`src/rtl/phc_pkg.sv`:
```
package phc_pkg;
   // 64-bit unlock key, byte 0 in bits 7:0, each byte sent LSB first
   localparam int unsigned    UNLOCK_W   = 64;
   localparam logic [63:0]    UNLOCK_KEY = 64'h5CA3_3AC5_5CA3_3AC5;
   typedef enum logic [1:0] {CYC_NONE, CYC_WR, CYC_RD} cyc_e;
endpackage

```
`src/rtl/phc_key_match.sv`:
```
module phc_key_match #(
   parameter int unsigned       KEY_W = 64,
   parameter logic [KEY_W-1:0]  KEY   = '1
) (
   input  logic clk,
   input  logic rst_n,
   input  logic arm,
   input  logic wr,
   input  logic din,
   output logic hit
);
   localparam int unsigned CW = $clog2(KEY_W);

   if (KEY_W < 2) begin : g_bad_len
      $error("phc_key_match: KEY_W must be at least 2");
   end

   logic [CW-1:0] cnt;
   logic          bit_ok;
   logic          at_last;

   always_comb begin
      bit_ok  = (din == KEY[cnt]);
      at_last = (cnt == CW'(KEY_W - 1));
      hit     = arm && wr && bit_ok && at_last;
   end

   always_ff @(posedge clk or negedge rst_n) begin
      if (!rst_n) begin
         cnt <= '0;
      end else if (!arm) begin
         cnt <= '0;
      end else if (wr) begin
         if (hit)         cnt <= '0;
         else if (bit_ok) cnt <= cnt + CW'(1);
         else             cnt <= (din == KEY[0]) ? CW'(1) : '0;
      end
   end

   assert_restart_R2: assert property (@(posedge clk) disable iff (!rst_n)
      (arm && wr && !bit_ok) |=> (cnt < CW'(2)));
endmodule

```
`src/rtl/phc_xfer.sv`:
```
module phc_xfer #(
   parameter int unsigned NREG     = 8,
   parameter int unsigned RBW      = 8,
   parameter bit          SNAPSHOT = 1'b1
) (
   input  logic                    clk,
   input  logic                    rst_n,
   input  logic                    start,
   input  logic                    wr,
   input  logic                    rd,
   input  logic                    din,
   input  logic [NREG*RBW-1:0]     rf_rdata,
   output logic                    active,
   output logic                    dq0_out,
   output logic                    dq0_oe,
   output logic                    rf_we,
   output logic [$clog2(NREG)-1:0] rf_widx,
   output logic [RBW-1:0]          rf_wdata
);
   localparam int unsigned TOT = NREG * RBW;
   localparam int unsigned IW  = $clog2(TOT);
   localparam int unsigned BW  = $clog2(RBW);
   localparam int unsigned RW  = $clog2(NREG);

   if ((RBW < 2) || ((RBW & (RBW - 1)) != 0)) begin : g_bad_rbw
      $error("phc_xfer: RBW must be a power of two of at least 2");
   end
   if ((NREG < 2) || ((NREG & (NREG - 1)) != 0)) begin : g_bad_nreg
      $error("phc_xfer: NREG must be a power of two of at least 2");
   end

   logic [IW-1:0]  idx;
   logic [RBW-1:0] asm_q;
   logic           clean;
   logic [TOT-1:0] img;
   logic [BW-1:0]  bpos;
   logic           reg_end;
   logic           win_end;
   logic [RBW-1:0] byte_nx;

   if (SNAPSHOT) begin : g_snap
      logic [TOT-1:0] snap_q;
      always_ff @(posedge clk or negedge rst_n) begin
         if (!rst_n)     snap_q <= '0;
         else if (start) snap_q <= rf_rdata;
      end
      assign img = snap_q;

      assert_snap_hold_R8: assert property (@(posedge clk) disable iff (!rst_n)
         active |=> $stable(snap_q));
   end else begin : g_live
      assign img = rf_rdata;
   end

   always_comb begin
      bpos          = idx[BW-1:0];
      reg_end       = (bpos == BW'(RBW - 1));
      win_end       = (idx == IW'(TOT - 1));
      byte_nx       = asm_q;
      byte_nx[bpos] = din;
      dq0_oe        = active && rd;
      dq0_out       = dq0_oe && img[idx];
   end

   always_ff @(posedge clk or negedge rst_n) begin
      if (!rst_n) begin
         active   <= 1'b0;
         idx      <= '0;
         asm_q    <= '0;
         clean    <= 1'b1;
         rf_we    <= 1'b0;
         rf_widx  <= '0;
         rf_wdata <= '0;
      end else begin
         rf_we <= 1'b0;
         if (start) begin
            active <= 1'b1;
            idx    <= '0;
            clean  <= 1'b1;
         end else if (active && (wr || rd)) begin
            if (wr) asm_q <= byte_nx;
            if (reg_end) begin
               if (clean && wr) begin
                  rf_we    <= 1'b1;
                  rf_widx  <= idx[IW-1:BW];
                  rf_wdata <= byte_nx;
               end
               clean <= 1'b1;
            end else begin
               clean <= clean && wr;
            end
            idx <= idx + IW'(1);
            if (win_end) active <= 1'b0;
         end
      end
   end

   assert_commit_src_R5: assert property (@(posedge clk) disable iff (!rst_n)
      rf_we |-> $past(active && wr));
   assert_commit_pulse_R5: assert property (@(posedge clk) disable iff (!rst_n)
      rf_we |=> !rf_we);
endmodule

```
`src/rtl/phc_serial_ctl.sv`:
```
module phc_serial_ctl #(
   parameter int unsigned NREG     = 8,
   parameter int unsigned RBW      = 8,
   parameter bit          SNAPSHOT = 1'b1
) (
   input  logic                    clk,
   input  logic                    rst_n,
   input  logic                    ce_n,
   input  logic                    oe_n,
   input  logic                    we_n,
   input  logic                    in_block,
   input  logic                    dq0_in,
   output logic                    dq0_out,
   output logic                    dq0_oe,
   input  logic [NREG*RBW-1:0]     rf_rdata,
   output logic                    rf_we,
   output logic [$clog2(NREG)-1:0] rf_widx,
   output logic [RBW-1:0]          rf_wdata
);
   import phc_pkg::*;

   phc_pkg::cyc_e cyc;
   logic bus_wr, bus_rd, key_hit, xfer_on;

   always_comb begin
      cyc = CYC_NONE;
      if (!ce_n && in_block) begin
         if (!we_n)      cyc = CYC_WR;
         else if (!oe_n) cyc = CYC_RD;
      end
      bus_wr = (cyc == CYC_WR);
      bus_rd = (cyc == CYC_RD);
   end

   phc_key_match #(
      .KEY_W (UNLOCK_W),
      .KEY   (UNLOCK_KEY)
   ) u_key (
      .clk   (clk),
      .rst_n (rst_n),
      .arm   (!xfer_on),
      .wr    (bus_wr),
      .din   (dq0_in),
      .hit   (key_hit)
   );

   phc_xfer #(
      .NREG     (NREG),
      .RBW      (RBW),
      .SNAPSHOT (SNAPSHOT)
   ) u_xfer (
      .clk      (clk),
      .rst_n    (rst_n),
      .start    (key_hit),
      .wr       (bus_wr),
      .rd       (bus_rd),
      .din      (dq0_in),
      .rf_rdata (rf_rdata),
      .active   (xfer_on),
      .dq0_out  (dq0_out),
      .dq0_oe   (dq0_oe),
      .rf_we    (rf_we),
      .rf_widx  (rf_widx),
      .rf_wdata (rf_wdata)
   );

   assert_open_R1: assert property (@(posedge clk) disable iff (!rst_n)
      key_hit |=> xfer_on);
   assert_close_R10: assert property (@(posedge clk) disable iff (!rst_n)
      $fell(xfer_on) |-> $past(bus_wr || bus_rd));
   assert_no_drive_R9: assert property (@(posedge clk) disable iff (!rst_n)
      (!we_n) |-> !dq0_oe);
endmodule

```
`config.mk`:
```
export PLATFORM = sky130hd
export DESIGN_NAME = phc_serial_ctl
export DESIGN_NICKNAME = d
export VERILOG_FILES = /design/src/rtl/phc_pkg.sv /design/src/rtl/phc_key_match.sv /design/src/rtl/phc_xfer.sv /design/src/rtl/phc_serial_ctl.sv
export SDC_FILE = /design/constraint.sdc
export NUM_CORES = 1
export LEC_CHECK = 0
export BUFFER_PORTS_ARGS = -buffer_cell sky130_fd_sc_hd__buf_2
export CAP_MARGIN = 25
export CORE_MARGIN = 1.5
export CORE_UTILIZATION = 50
export CTS_BUF_LIST = sky130_fd_sc_hd__clkbuf_4
export DETAILED_ROUTE_END_ITERATION = 7
export GPL_TIMING_DRIVEN = 0
export MAX_ROUTING_LAYER = met4
export PLACE_DENSITY = 0.83
export SLEW_MARGIN = 20
export SYNTH_ARGS = -nofsm -noshare
export SYNTH_HDL_FRONTEND = slang
export SYNTH_SLANG_ARGS = --single-unit
```
`constraint.sdc`:
```
create_clock -name clk -period 2.9 [get_ports clk]
set_input_delay 0.29 -clock clk [delete_from_list [all_inputs] [get_ports clk]]
set_output_delay 0.29 -clock clk [all_outputs]
set_load 0.05 [all_outputs]
```
Word-level counts from Yosys, hierarchy flattened
Memory sizes are Yosys's and may differ from the RTL's.
Index checks and enable logic that the tools add are counted.
Widths: inputs -> output; s select.
{"block": "classes", "addsub": 2, "order_cmp": 4, "eq_ne": 6, "muxes": 26, "bitwise_logic": 1, "reduce_logical": 18}
{"operator": "$mux 6", "n": 6}
{"operator": "$lt 6x7->1 const B", "n": 2}
{"operator": "$mux 1", "n": 14}
{"operator": "$add 6x1->6 const B", "n": 2}
{"operator": "$eq 6x6->1 const B", "n": 2}
{"operator": "$logic_and 1x1->1", "n": 9}
{"operator": "$bwmux 8", "n": 1}
{"operator": "$bmux 1 s6", "n": 1}
{"operator": "$mux 2", "n": 3}
{"operator": "$reduce_bool 2->1", "n": 3}
{"operator": "$lt 3x4->1 const B", "n": 1}
{"operator": "$reduce_and 4->1", "n": 1}
{"operator": "$demux 1 s3", "n": 1}
{"operator": "$eq 3x3->1 const B", "n": 1}
{"operator": "$ge 3x1->1 const B", "n": 1}
{"operator": "$reduce_and 3->1", "n": 1}
{"operator": "$eq 2x1->1 const B", "n": 1}
{"operator": "$eq 2x2->1 const B", "n": 1}
{"operator": "$logic_not 1->1", "n": 2}
{"operator": "$reduce_and 2->1", "n": 1}
{"operator": "$eq 1x1->1", "n": 1}
{"operator": "$logic_or 1x1->1", "n": 1}
{"operator": "$not 1->1", "n": 1}
{"block": "word_totals", "register_bits": 98, "mem_bits_ro": 64, "in_bits": 71, "output_inout_bits": 14, "word_cells": 67, "mem_count": 1}
{"name": "(no name shown)", "depth": 64, "width": 1, "read_ports": 1, "rd_ports_with_merged_regs": 0, "write_ports": 0, "line": "phc_key_match.sv:23", "text": "bit_ok = (din == KEY[cnt]);"}

Depth between registers and ports, before layout
Gate-level depths: netlist of run 1.
{"block": "logic_depth", "ltp_word": 10, "mapped_depth": 9}

Modules after synthesis
Synthesis of run 1 repeated with hierarchy kept, for this count alone.
{"block": "hier_totals", "hier_cells": 393, "hier_area_um2": 4804.6}
{"module": "phc_xfer", "n_inst": 1, "cells_each": 338, "area_per_inst_um2": 4300.4, "seq_area_each_um2": 2303.5}
{"module": "phc_key_match", "n_inst": 1, "cells_each": 52, "area_per_inst_um2": 480.5, "seq_area_each_um2": 150.1}
{"module": "phc_serial_ctl", "n_inst": 1, "cells_each": 3, "area_per_inst_um2": 23.8, "seq_area_each_um2": 0.0}

Worst setup path after synthesis of run 1
Ideal clock, no wire load.
{"block": "synth_timing", "path_kind": "reg-to-output", "start": "register u_xfer.idx[1]", "end": "output port dq0_out", "arrival_ns": 2.067, "required_time_ns": 2.610, "path_slack_ns": 0.543, "stages_incl_launch_ff": 8, "path_cell_list": "dfrtp_1 -> buf_4 -> buf_2 -> mux2i_1 -> a22o_1 -> o211a_1 -> a2111oi_0 -> o32a_1"}
{"block": "synth_between", "elab_chain_len": 3}
{"item": "start, declared", "line": "phc_xfer.sv:32", "text": "logic [IW-1:0] idx;"}
{"item": "start signal, assigned", "line": "phc_xfer.sv:92", "text": "idx <= idx + IW'(1);"}
{"item": "$bmux 1 s6", "line": "phc_xfer.sv:62", "text": "dq0_out = dq0_oe && img[idx];"}
{"item": "$mux 1 (implied by the code)", "line": "phc_xfer.sv:62"}
{"item": "$logic_and 1x1->1", "line": "phc_xfer.sv:62"}
{"item": "end, declared", "line": "phc_serial_ctl.sv:13", "text": "output logic dq0_out,"}
No other way between the ends. The select of a mux whose other input is x is not followed.

Worst setup path in the final report of run 1
Same ends and word-level chain as after synthesis.

==> metrics.txt, run 1 <==
status=finished clean; row cnt=36; # port buffers=84; CTS clk-pin slew, worst paths=0.16 ns; ys async rst share=1.000; worst-margin pin slew=0.6470 ns; Routed WL per cell=17.89 µm; Worst Path Max Fanout=10; CTS buffer count=9; worst hold-check path type=input pin to register; Critical Path AT=2.54 ns; slowest CP cell=mux4_2; TritonCTS clock tree=done; post-synth top area cell=dfrtp_1; Setup Buffers After CTS=0; vias in the first global route=3804; Placeable Area=9910 µm²; mapped cell area=5172 µm²; CP Capture Type=primary output; DRC=0; Slew headroom=0.5671; Post-Syn Nets=491; Max Cap Violations=0; most frequent CP cell=buf_6; final hold viol count=0; filler cell count=812; Max stage delay on crit path=0.46 ns; first-pass GRT wire length=19110 µm; IO Pins=85; Tmin final=2.831 ns; post-route setup TNS=0 ns; # diodes=0; Nets=588; Seq/Total Area, Yosys=0.4744; Critical Path RT=2.61 ns; share of layout cells above drive strength 1=0.4109; die footprint=10960 µm²; Yosys reg bits=98; crit path launch type=register; total grt overflow=0; Placed Area=5793 µm²; Global Route Usage Sum=0.2289; Synth Flop Type=dfrtp_1; Final setup violation count=0; PwrDens=655.4 nW/µm²; Clock Skews=0.01092 ns; initial antenna violation count=0; max-slew violation count=0; pin count of the biggest net entering global routing=54; syn_area_per_cell=12.46 µm²; count leader, synth=dfrtp_1; largest cells by area after synthesis=dfrtp_1 47%, mux2_4 19%, mux2i_1 3.7%; Detail Placement HPWL=8475 µm; router iterations before antenna repair=4; Tcrit/Tclk final=0.9762; IR drop worst, VDD=0.3269 mV; synth unique cells=57; 1st-iter DRT viols=301; area fraction of the dominant cell type after synthesis=0.4693; Die Ht=104.7 µm; Initial Utilization=0.5220; Post-synth EDFFs=0; via count=3649; worst-path cell chain=buf_6 > buf_8 > nand2b_1 > mux4_2 > a31oi_1 > o41a_1 > o32a_1 > buf_6; Synth Warn #=0; DRT Wirelength=11610 µm; Skew-Pair Late Insertion Delay=0.44 ns; Synth top cells by count=97 x dfrtp_1, 65 x mux2_4, 46 x nand2_1; final instance area=6011 µm²; H-tree depth reported by CTS=3; Setup Crit Path Kind=register to primary output; Post-Synthesis Cells=415; Die W=104.7 µm; Sink Count=98; FMAX=0.3532 GHz; Post-DRT Antenna Nets=0; GP Congestion=0.8350; P_leak=2.897 nW; Root Driver=clkbuf_4; vias per cell=5.622; Max Root-Sink Buffers=2; Syn-to-layout area delta=16.21%
## path summary, 6_finish.rpt
kind | start | endpoint | slack [ns] | depth (start not counted)
setup / recovery | u_xfer.idx[1]$_DFFE_PN0P_ | dq0_out | 0.07 | 8
hold / removal | rf_rdata[10] | u_xfer.g_snap.snap_q[10]$_DFFE_PN0P_ | 0.06 | 2
setup reg to reg | u_key.cnt[0]$_DFFE_PN0P_ | u_xfer.g_snap.snap_q[5]$_DFFE_PN0P_ | 0.54 | 8
hold reg to reg | u_xfer.rf_widx[2]$_DFFE_PN0P_ | u_xfer.rf_widx[2]$_DFFE_PN0P_ | 0.50 | 2
max in group asynchronous | rst_n | u_xfer.g_snap.snap_q[31]$_DFFE_PN0P_ | 1.95 | 3
min in group asynchronous | rst_n | u_key.cnt[2]$_DFFE_PN0P_ | 0.34 | 2
## cells by family after synthesis
logic type               after synthesis  share of synthesized area
multiplexers                          98                     0.2668
XOR/XNOR                               6                    0.01161
AND/OR/NAND/NOR                      114                     0.1096
buffers and inverters                 38                    0.05346
AO/OA/AOI/OAI                         55                    0.07015
flip-flops                            98                     0.4744
adder cells (fa/ha/maj)                6                    0.01403
## area by class of cell
type | count | area, µm² | share of cell area
Buffer | 29 | 274.0 | 0.04559
Tap cell | 133 | 166.4 | 0.02769
Clock inverter | 6 | 68.82 | 0.01145
Multi-Input combinational cell | 279 | 2472 | 0.4113
Clock buffer | 9 | 67.56 | 0.01124
Timing Repair Buffer | 87 | 475.5 | 0.07910
Sequential cell | 98 | 2456 | 0.4086
Inverter | 8 | 30.03 | 0.004996
## flip-flops by register name (all words and copies together), names as in the netlist
name                  cells
u_xfer.g_snap.snap_q     64
u_xfer.idx                6
u_xfer.active             1
u_xfer.rf_widx            3
u_xfer.asm_q              8
u_xfer.clean              1
u_xfer.rf_wdata           8
u_key.cnt                 6
u_xfer.rf_we              1
## per-layer routing
| metal | track usage | routed length, µm |
|---|---|---|
| met5 | - | 0 |
| met4 | 0.08904 | 228 |
| met3 | 0.02994 | 654 |
| met2 | 0.3609 | 5609 |
| met1 | 0.3026 | 5117 |
## metrics by stage
| step | power, mW | hold slack, ns | setup WS, ns | std cells | util |
|---|---|---|---|---|---|
| floorplan | 2.825 | -0.005591 | 0.5435 | 415 | - |
| global placement | 3.097 | 0.4592 | 0.1604 | 632 | 0.5812 |
| detailed placement | 3.183 | 0.2473 | 0.1551 | 633 | 0.5846 |
| CTS | 3.914 | 0.04978 | 0.008599 | 649 | 0.6024 |
| global route | 4.157 | 0.03282 | -0.01754 | 649 | 0.6066 |
| finish | 3.940 | 0.06312 | 0.06890 | 649 | 0.6066 |
## placed cells by master, fill, tap and decap left out, drive strengths merged, types with 3 or more instances in the layout
cell	count
nand2b	6
nand3	10
nor2	17
and3	4
nor2b	6
a31oi	4
xnor2	4
nand2	46
buf	104
o21ai	17
a211oi	3
inv	8
mux2i	20
nor3	3
mux2	74
mux4	4
dfrtp	97
ha	5
a221oi	3
a21oi	11
nand4	8
clkbuf	20
nor3b	3
clkinv	4
## where the power goes
part / switching (mW) / internal, mW / total (mW)
combinational: 0.583 / 0.740 / 1.32
sequential: 0.223 / 1.67 / 1.90
clock: 0.459 / 0.262 / 0.720
total: 1.27 / 2.67 / 3.94
## critical path: cells and delay by family (launching register included)
kind	cells	cell delay (ns)
AND/OR/NAND/NOR	1	0.15
flip-flops	1	0.44
multiplexers	1	0.46
AO/OA/AOI/OAI	3	0.56
buffers and inverters	3	0.48
## timing repair
action | in CTS | in global routing
hold buffers | 1 | 0
gates cloned | 0 | 1
endpoints found under the hold margin | 44 | 0
pin swaps | 0 | 4
resized for setup | 12 | 14
endpoints found under the setup margin | 1 | 1
Note: power is estimated with default switching activity, not from simulation.
==> run 2: changes to the inputs <==
clock period = 3.4 ns   (was 2.9 ns; I/O delays follow)
==> run 2 against run 1 <==
Net effect:
- die area did not move
- sequential power fell by 15%
- critical path depth unchanged
- via count shrank 0.58%
- design area decreased by 1.1%
- sequential share of layout area is 0.42 points higher
- global-route usage is 0.12 points lower
- flip-flop and latch count did not move
- non-clock buffer count stayed put
- first-iteration DRC count decreased by 18%
- setup slack improved by 0.10 ns
- core utilization shrank 0.68 points
- critical endpoint unchanged
- largest cell class is now registers
- largest power group unchanged
- highest routed layer unchanged
==> metrics.txt, run 2 (synthesis gave the netlist of run 1 again) <==
Setup Crit Path Kind=register to primary output (unchanged); IO Pins=85 (unchanged); crit path launch type=register (unchanged); pin count of the biggest net entering global routing=54 (unchanged); # diodes=0 (unchanged); Max stage delay on crit path=0.47 ns (was 0.46 ns); Final setup violation count=0 (unchanged); pre-CTS setup slack=0.6051 ns (was 0.1551 ns); 1st-iter DRT viols=246 (was 301); Die Ht=104.7 µm (unchanged); CTS buffer count=9 (unchanged); Tcrit/Tclk final=0.9499; Critical Path RT=3.06 ns (was 2.61 ns); CP Capture Type=primary output (unchanged); vias in the first global route=3796 (was 3804); Max Cap Violations=0 (unchanged); commonest non-fill, non-tap cells in the layout=97 x dfrtp_1, 90 x buf_2, 65 x mux2_4, 46 x nand2_1, 19 x mux2i_1 (was 95 x dfrtp_1, 87 x buf_2, 65 x mux2_4, 46 x nand2_1, 18 x mux2i_1); commonest non-fill, non-tap cell in the layout=dfrtp_1 (unchanged); Syn-to-layout area delta=14.90% (was 16.21%); total grt overflow=0 (unchanged); post-route setup TNS=0 ns (unchanged); Root Driver=clkbuf_4 (unchanged); worst-path cell chain=buf_4 > buf_2 > mux2i_1 > a22o_1 > o211a_1 > a2111oi_0 > o32a_1 > buf_2 (was buf_6 > buf_8 > nand2b_1 > mux4_2 > a31oi_1 > o41a_1 > o32a_1 > buf_6); worst hold-check path type=input pin to register (unchanged); slowest CP cell=a2111oi_0 (was mux4_2); die footprint=10960 µm² (unchanged); router iterations before antenna repair=5 (was 4); initial antenna violation count=0 (unchanged); Skew-Pair Late Insertion Delay=0.44 ns (about the same); FMAX=0.3096 GHz; CP startpoint=u_xfer.idx[1]$_DFFE_PN0P_ (unchanged); CTS clk-pin slew, worst paths=0.16 ns (about the same); # port buffers=84 (unchanged); most frequent CP cell=buf_2 (was buf_6); status=finished clean (unchanged); IR drop worst, VDD=0.2818 mV (was 0.3269 mV); hold_ws=0.1188 ns (was 0.06312 ns); DRT Wirelength=11460 µm (was 11610 µm); Setup Buffers After CTS=0 (unchanged); GP Congestion=0.8350 (unchanged); filler cell count=830 (was 812); DRC=0 (unchanged); share of layout cells above drive strength 1=0.3915 (was 0.4109); RSZ-0062 raised after global routing=no; Largest register FFs=64 (unchanged); Global Route Usage Sum=0.2276 (was 0.2289); Max Root-Sink Buffers=2 (unchanged); Hold Crit Start=rf_rdata[10] (unchanged); max-slew violation count=0 (unchanged); vias per cell=5.590 (was 5.622); H-tree depth reported by CTS=3 (unchanged); Final Core Density=0.5997 (was 0.6066); Nets=588 (unchanged); Clock Skews=0.01258 ns (was 0.01092 ns); biggest regs=u_xfer.g_snap.snap_q (64), u_xfer.asm_q (8), u_xfer.rf_wdata (8) (unchanged); Tmin final=3.229 ns; R2R Path Start=u_key.cnt[0]$_DFFE_PN0P_ (unchanged); Critical Path AT=2.89 ns (was 2.54 ns); Die W=104.7 µm (unchanged); TritonCTS clock tree=done (unchanged); first-pass GRT wire length=19010 µm (was 19110 µm); Post-DRT Antenna Nets=0 (unchanged); P_leak=2.875 nW (was 2.897 nW); Sink Count=98 (unchanged); final hold viol count=0 (unchanged); Routed WL per cell=17.66 µm (was 17.89 µm); worst-margin pin slew=0.6483 ns (was 0.6470 ns); Initial Utilization=0.5220 (unchanged); Placeable Area=9910 µm² (unchanged); Slew headroom=0.5662 (was 0.5671); PwrDens=558.4 nW/µm² (was 655.4 nW/µm²); via count=3628 (was 3649); row cnt=36 (unchanged); Worst Path Max Fanout=10 (unchanged); Final Worst Setup Slack=0.1705 ns (was 0.06890 ns); Most flops, register=u_xfer.g_snap.snap_q (unchanged); Detail Placement HPWL=8475 µm (unchanged)
run 2: cell types whose count changed in the layout (fill, tap and decap cells not counted), sizes merged:
cell    delta
buf        -1
clkbuf     +1
run 2: metrics by stage:
stage | area, µm² | instances | power (mW)
2_1_floorplan | 5172 | 415 | 2.409
3_3_place_gp | 5759 | 632 | 2.642
3_5_place_dp | 5793 | 633 | 2.715
4_1_cts | 5939 | 649 | 3.324
5_1_grt | 5943 | 649 | 3.507
6_report | 5943 | 649 | 3.319
run 2: report_power, final:
part	switching, mW	internal (mW)	total, mW
registers	0.184	1.43	1.61
clock network	0.387	0.223	0.611
logic	0.488	0.610	1.10
total	1.06	2.26	3.32
run 2: worst max-delay path, delay by kind of cell, from the launching register on:
kind,cells,cell delay [ns]
DFF,1,0.38
buffers and inverters,3,0.81
muxes,1,0.14
AOI/OAI and AO/OA,4,1.11
run 2: what timing repair did:
item,CTS,global route
resized for setup,0,6
hold buffers,1,0
endpoints found under the hold margin,44,0
endpoints found under the setup margin,0,1
run 2: final timing paths:
| check | end | slack [ns] | cells after the start |
|---|---|---|---|
| worst min register to register | u_xfer.rf_widx[2]$_DFFE_PN0P_ | 0.50 | 2 |
| worst max register to register | u_xfer.g_snap.snap_q[5]$_DFFE_PN0P_ | 1.03 | 8 |
| worst min-delay path | u_xfer.g_snap.snap_q[10]$_DFFE_PN0P_ | 0.12 | 2 |
| max in group asynchronous | u_xfer.g_snap.snap_q[31]$_DFFE_PN0P_ | 2.40 | 3 |
| worst max-delay path | dq0_out | 0.17 | 8 |
| min in group asynchronous | u_key.cnt[2]$_DFFE_PN0P_ | 0.39 | 2 |
run 2: layout make-up:
class                   count  area (µm²)  share of cell area
plain buffers              30       250.2             0.04211
multi-input cells         279        2442              0.4109
flip-flops and latches     98        2454              0.4128
well taps                 133       166.4             0.02800
clock inverters             6       68.82             0.01158
repair buffers             86       464.2             0.07811
clock buffers               9       67.56             0.01137
inverters                   8       30.03            0.005053
run 2: per-layer routing:
layer | wire (µm) | track usage | vias to the layer above | share of wire
met5 | 0 | - | - | 0
met4 | 216 | 0.08611 | 0 | 0.019
met3 | 540 | 0.03119 | 16 | 0.047
met2 | 5585 | 0.3633 | 126 | 0.49
met1 | 5116 | 0.2973 | 1811 | 0.45
li1 | - | - | 1675 | -
==> run 3: changes to the inputs <==
ABC_CLOCK_PERIOD_IN_PS = 3400   (was unset)
BUFFER_PORTS_ARGS = unset   (was -buffer_cell sky130_fd_sc_hd__buf_2)
DONT_BUFFER_PORTS = 1   (was unset)
PLACE_DENSITY = 0.76   (was 0.83)
TNS_END_PERCENT = 10   (was unset)
==> run 3 against run 2 <==
Net effect:
- setup slack gained 0.10 ns
- core utilization grew 0.063 points
- register-to-register slack gained 0.04 ns
- count of clock-buffer cells in the layout grew 1
- power shrank 2.0%
- combinational power is essentially flat
- critical path depth shrank 1
- sequential share of layout area is essentially flat
- non-clock buffer count shrank 40
==> metrics.txt, run 3 (synthesis gave the netlist of run 1 again) <==
status=finished clean (unchanged); Max Root-Sink Buffers=2 (unchanged); DRT Wirelength=11620 µm (was 11460 µm); DRC=0 (unchanged); Routed WL per cell=19.05 µm (was 17.66 µm); Final setup violation count=0 (unchanged); TritonCTS clock tree=done (unchanged); crit path launch type=register (unchanged); Setup Crit Path Kind=register to primary output (unchanged); worst-margin pin slew=0.6921 ns (was 0.6483 ns); Final Non-Filler Cells=610 (was 649); Tcrit/Tclk final=0.9203 (was 0.9499); total grt overflow=0 (unchanged); FMAX=0.3196 GHz (was 0.3096 GHz); final hold viol count=0 (unchanged); Die W=104.7 µm (unchanged); Root Driver=clkbuf_4 (unchanged); DP Cell Count=548 (was 633); Skew-Pair Late Insertion Delay=0.46 ns (was 0.44 ns); vias per cell=5.705 (was 5.590); Clock Skews=0.02315 ns (was 0.01258 ns); CTS clk-pin slew, worst paths=0.15 ns (was 0.16 ns); Worst Path Max Fanout=18 (was 10); RSZ-0062 raised after global routing=no (unchanged); CP Capture Type=primary output (unchanged); IR drop worst, VDD=0.3807 mV (was 0.2818 mV); worst hold-check path type=input pin to register (unchanged); Sink Count=98 (unchanged); Slew headroom=0.5376 (was 0.5662); Die Ht=104.7 µm (unchanged); via count=3480 (was 3628); die footprint=10960 µm² (unchanged); Post-DRT Antenna Nets=0 (unchanged); Most flops, register=u_xfer.g_snap.snap_q (unchanged); initial antenna violation count=0 (unchanged); Critical Path RT=3.06 ns (about the same); CTS buffer count=9 (unchanged); 1st-iter DRT viols=292 (was 246); pin count of the biggest net entering global routing=99 (was 54); Nets=548 (was 588); total power=3.254 mW (was 3.319 mW); pre-CTS setup slack=0.5200 ns (was 0.6051 ns); commonest non-fill, non-tap cell in the layout=dfrtp_1 (unchanged); max-slew violation count=0 (unchanged); Syn-to-layout area delta=15.02% (was 14.90%); # diodes=0 (unchanged); Max Cap Violations=0 (unchanged); post-route setup TNS=0 ns (unchanged); H-tree depth reported by CTS=3 (unchanged); Critical Path AT=2.79 ns (was 2.89 ns); IO Pins=85 (unchanged); Detail Placement HPWL=7800 µm (was 8475 µm); Tmin final=3.129 ns (was 3.229 ns); GP Congestion=0.8201 (was 0.8350); Largest register FFs=64 (unchanged); Placeable Area=9910 µm² (unchanged); router iterations before antenna repair=5 (unchanged); vias in the first global route=3440 (was 3796); PwrDens=546.9 nW/µm² (was 558.4 nW/µm²); commonest non-fill, non-tap cells in the layout=97 x dfrtp_1, 65 x mux2_4, 46 x nand2_1, 46 x dlygate4sd3_1, 19 x mux2i_1 (was 97 x dfrtp_1, 90 x buf_2, 65 x mux2_4, 46 x nand2_1, 19 x mux2i_1); first-pass GRT wire length=17880 µm (was 19010 µm); hold_ws=0.02653 ns (was 0.1188 ns); row cnt=36 (unchanged); # port buffers=0 (was 84); Global Route Usage Sum=0.2162 (was 0.2276); P_leak=2.699 nW (was 2.875 nW); share of layout cells above drive strength 1=0.2516 (was 0.3915); biggest regs=u_xfer.g_snap.snap_q (64), u_xfer.asm_q (8), u_xfer.rf_wdata (8) (unchanged); Final Worst Setup Slack=0.2711 ns (was 0.1705 ns); Initial Utilization=0.5220 (unchanged)
run 3: changes by cell type in the layout (fill, tap and decap cells not counted), sizes merged:
cell	delta
buf	-85
dlygate4sd3	+45
bufinv	-1
clkbuf	+1
clkinv	-1
clkinvlp	+1
inv	+1
run 3: area by class of cell:
class / instances / area [µm²]
fillers: 795 / 3960
flip-flops and latches: 98 / 2454
multi-input cells: 279 / 2449
repair buffers: 47 / 488.0
plain buffers: 29 / 245.2
well taps: 133 / 166.4
clock buffers: 10 / 75.07
clock inverters: 6 / 42.54
inverters: 8 / 30.03
run 3: critical path: stages, from the launching register on:
cell and delay, ns:
dfrtp_1 0.38, buf_4 0.27, buf_2 0.34, mux2i_1 0.13
a22o_1 0.20, o211a_1 0.22, a2111oi_0 0.42, o32a_2 0.40
run 3: where the power goes:
group	internal, mW	total (mW)	switching [mW]
sequential	1.43	1.61	0.183
clock	0.160	0.556	0.395
combinational	0.615	1.09	0.475
total	2.20	3.25	1.05
run 3: path summary, 6_finish.rpt:
check	end	cells past startpoint	slack, ns	start
max in group asynchronous	u_xfer.g_snap.snap_q[10]$_DFFE_PN0P_	2	2.56	rst_n
setup reg to reg	u_xfer.g_snap.snap_q[22]$_DFFE_PN0P_	8	1.07	u_key.cnt[0]$_DFFE_PN0P_
min in group asynchronous	u_key.cnt[2]$_DFFE_PN0P_	2	0.45	rst_n
setup / recovery	dq0_out	7	0.27	u_xfer.idx[1]$_DFFE_PN0P_
hold / removal	u_xfer.g_snap.snap_q[62]$_DFFE_PN0P_	1	0.03	rf_rdata[62]
hold reg to reg	u_xfer.asm_q[3]$_DFFE_PN0P_	2	0.51	u_xfer.asm_q[3]$_DFFE_PN0P_
run 3: what timing repair did:
| action | CTS | global route |
|---|---|---|
| endpoints found under the hold margin | 98 | 45 |
| endpoints found under the setup margin | 0 | 1 |
| gates resized for setup | 0 | 5 |
| hold buffers | 2 | 45 |
| buffers inserted | 0 | 0 |
run 3: through the flow:
stage,cell area (µm²),utilization
global route,5949,0.6004
detailed placement,5339,0.5388
CTS,5494,0.5544
global placement,5339,0.5388
floorplan,5172,-
finish,5949,0.6004
run 3: per-layer routing:
layer / global-route usage / wire length, µm
met1: 0.2723 / 4885
met2: 0.3473 / 5875
met3: 0.05989 / 707
met4: 0.05284 / 150
met5: - / 0
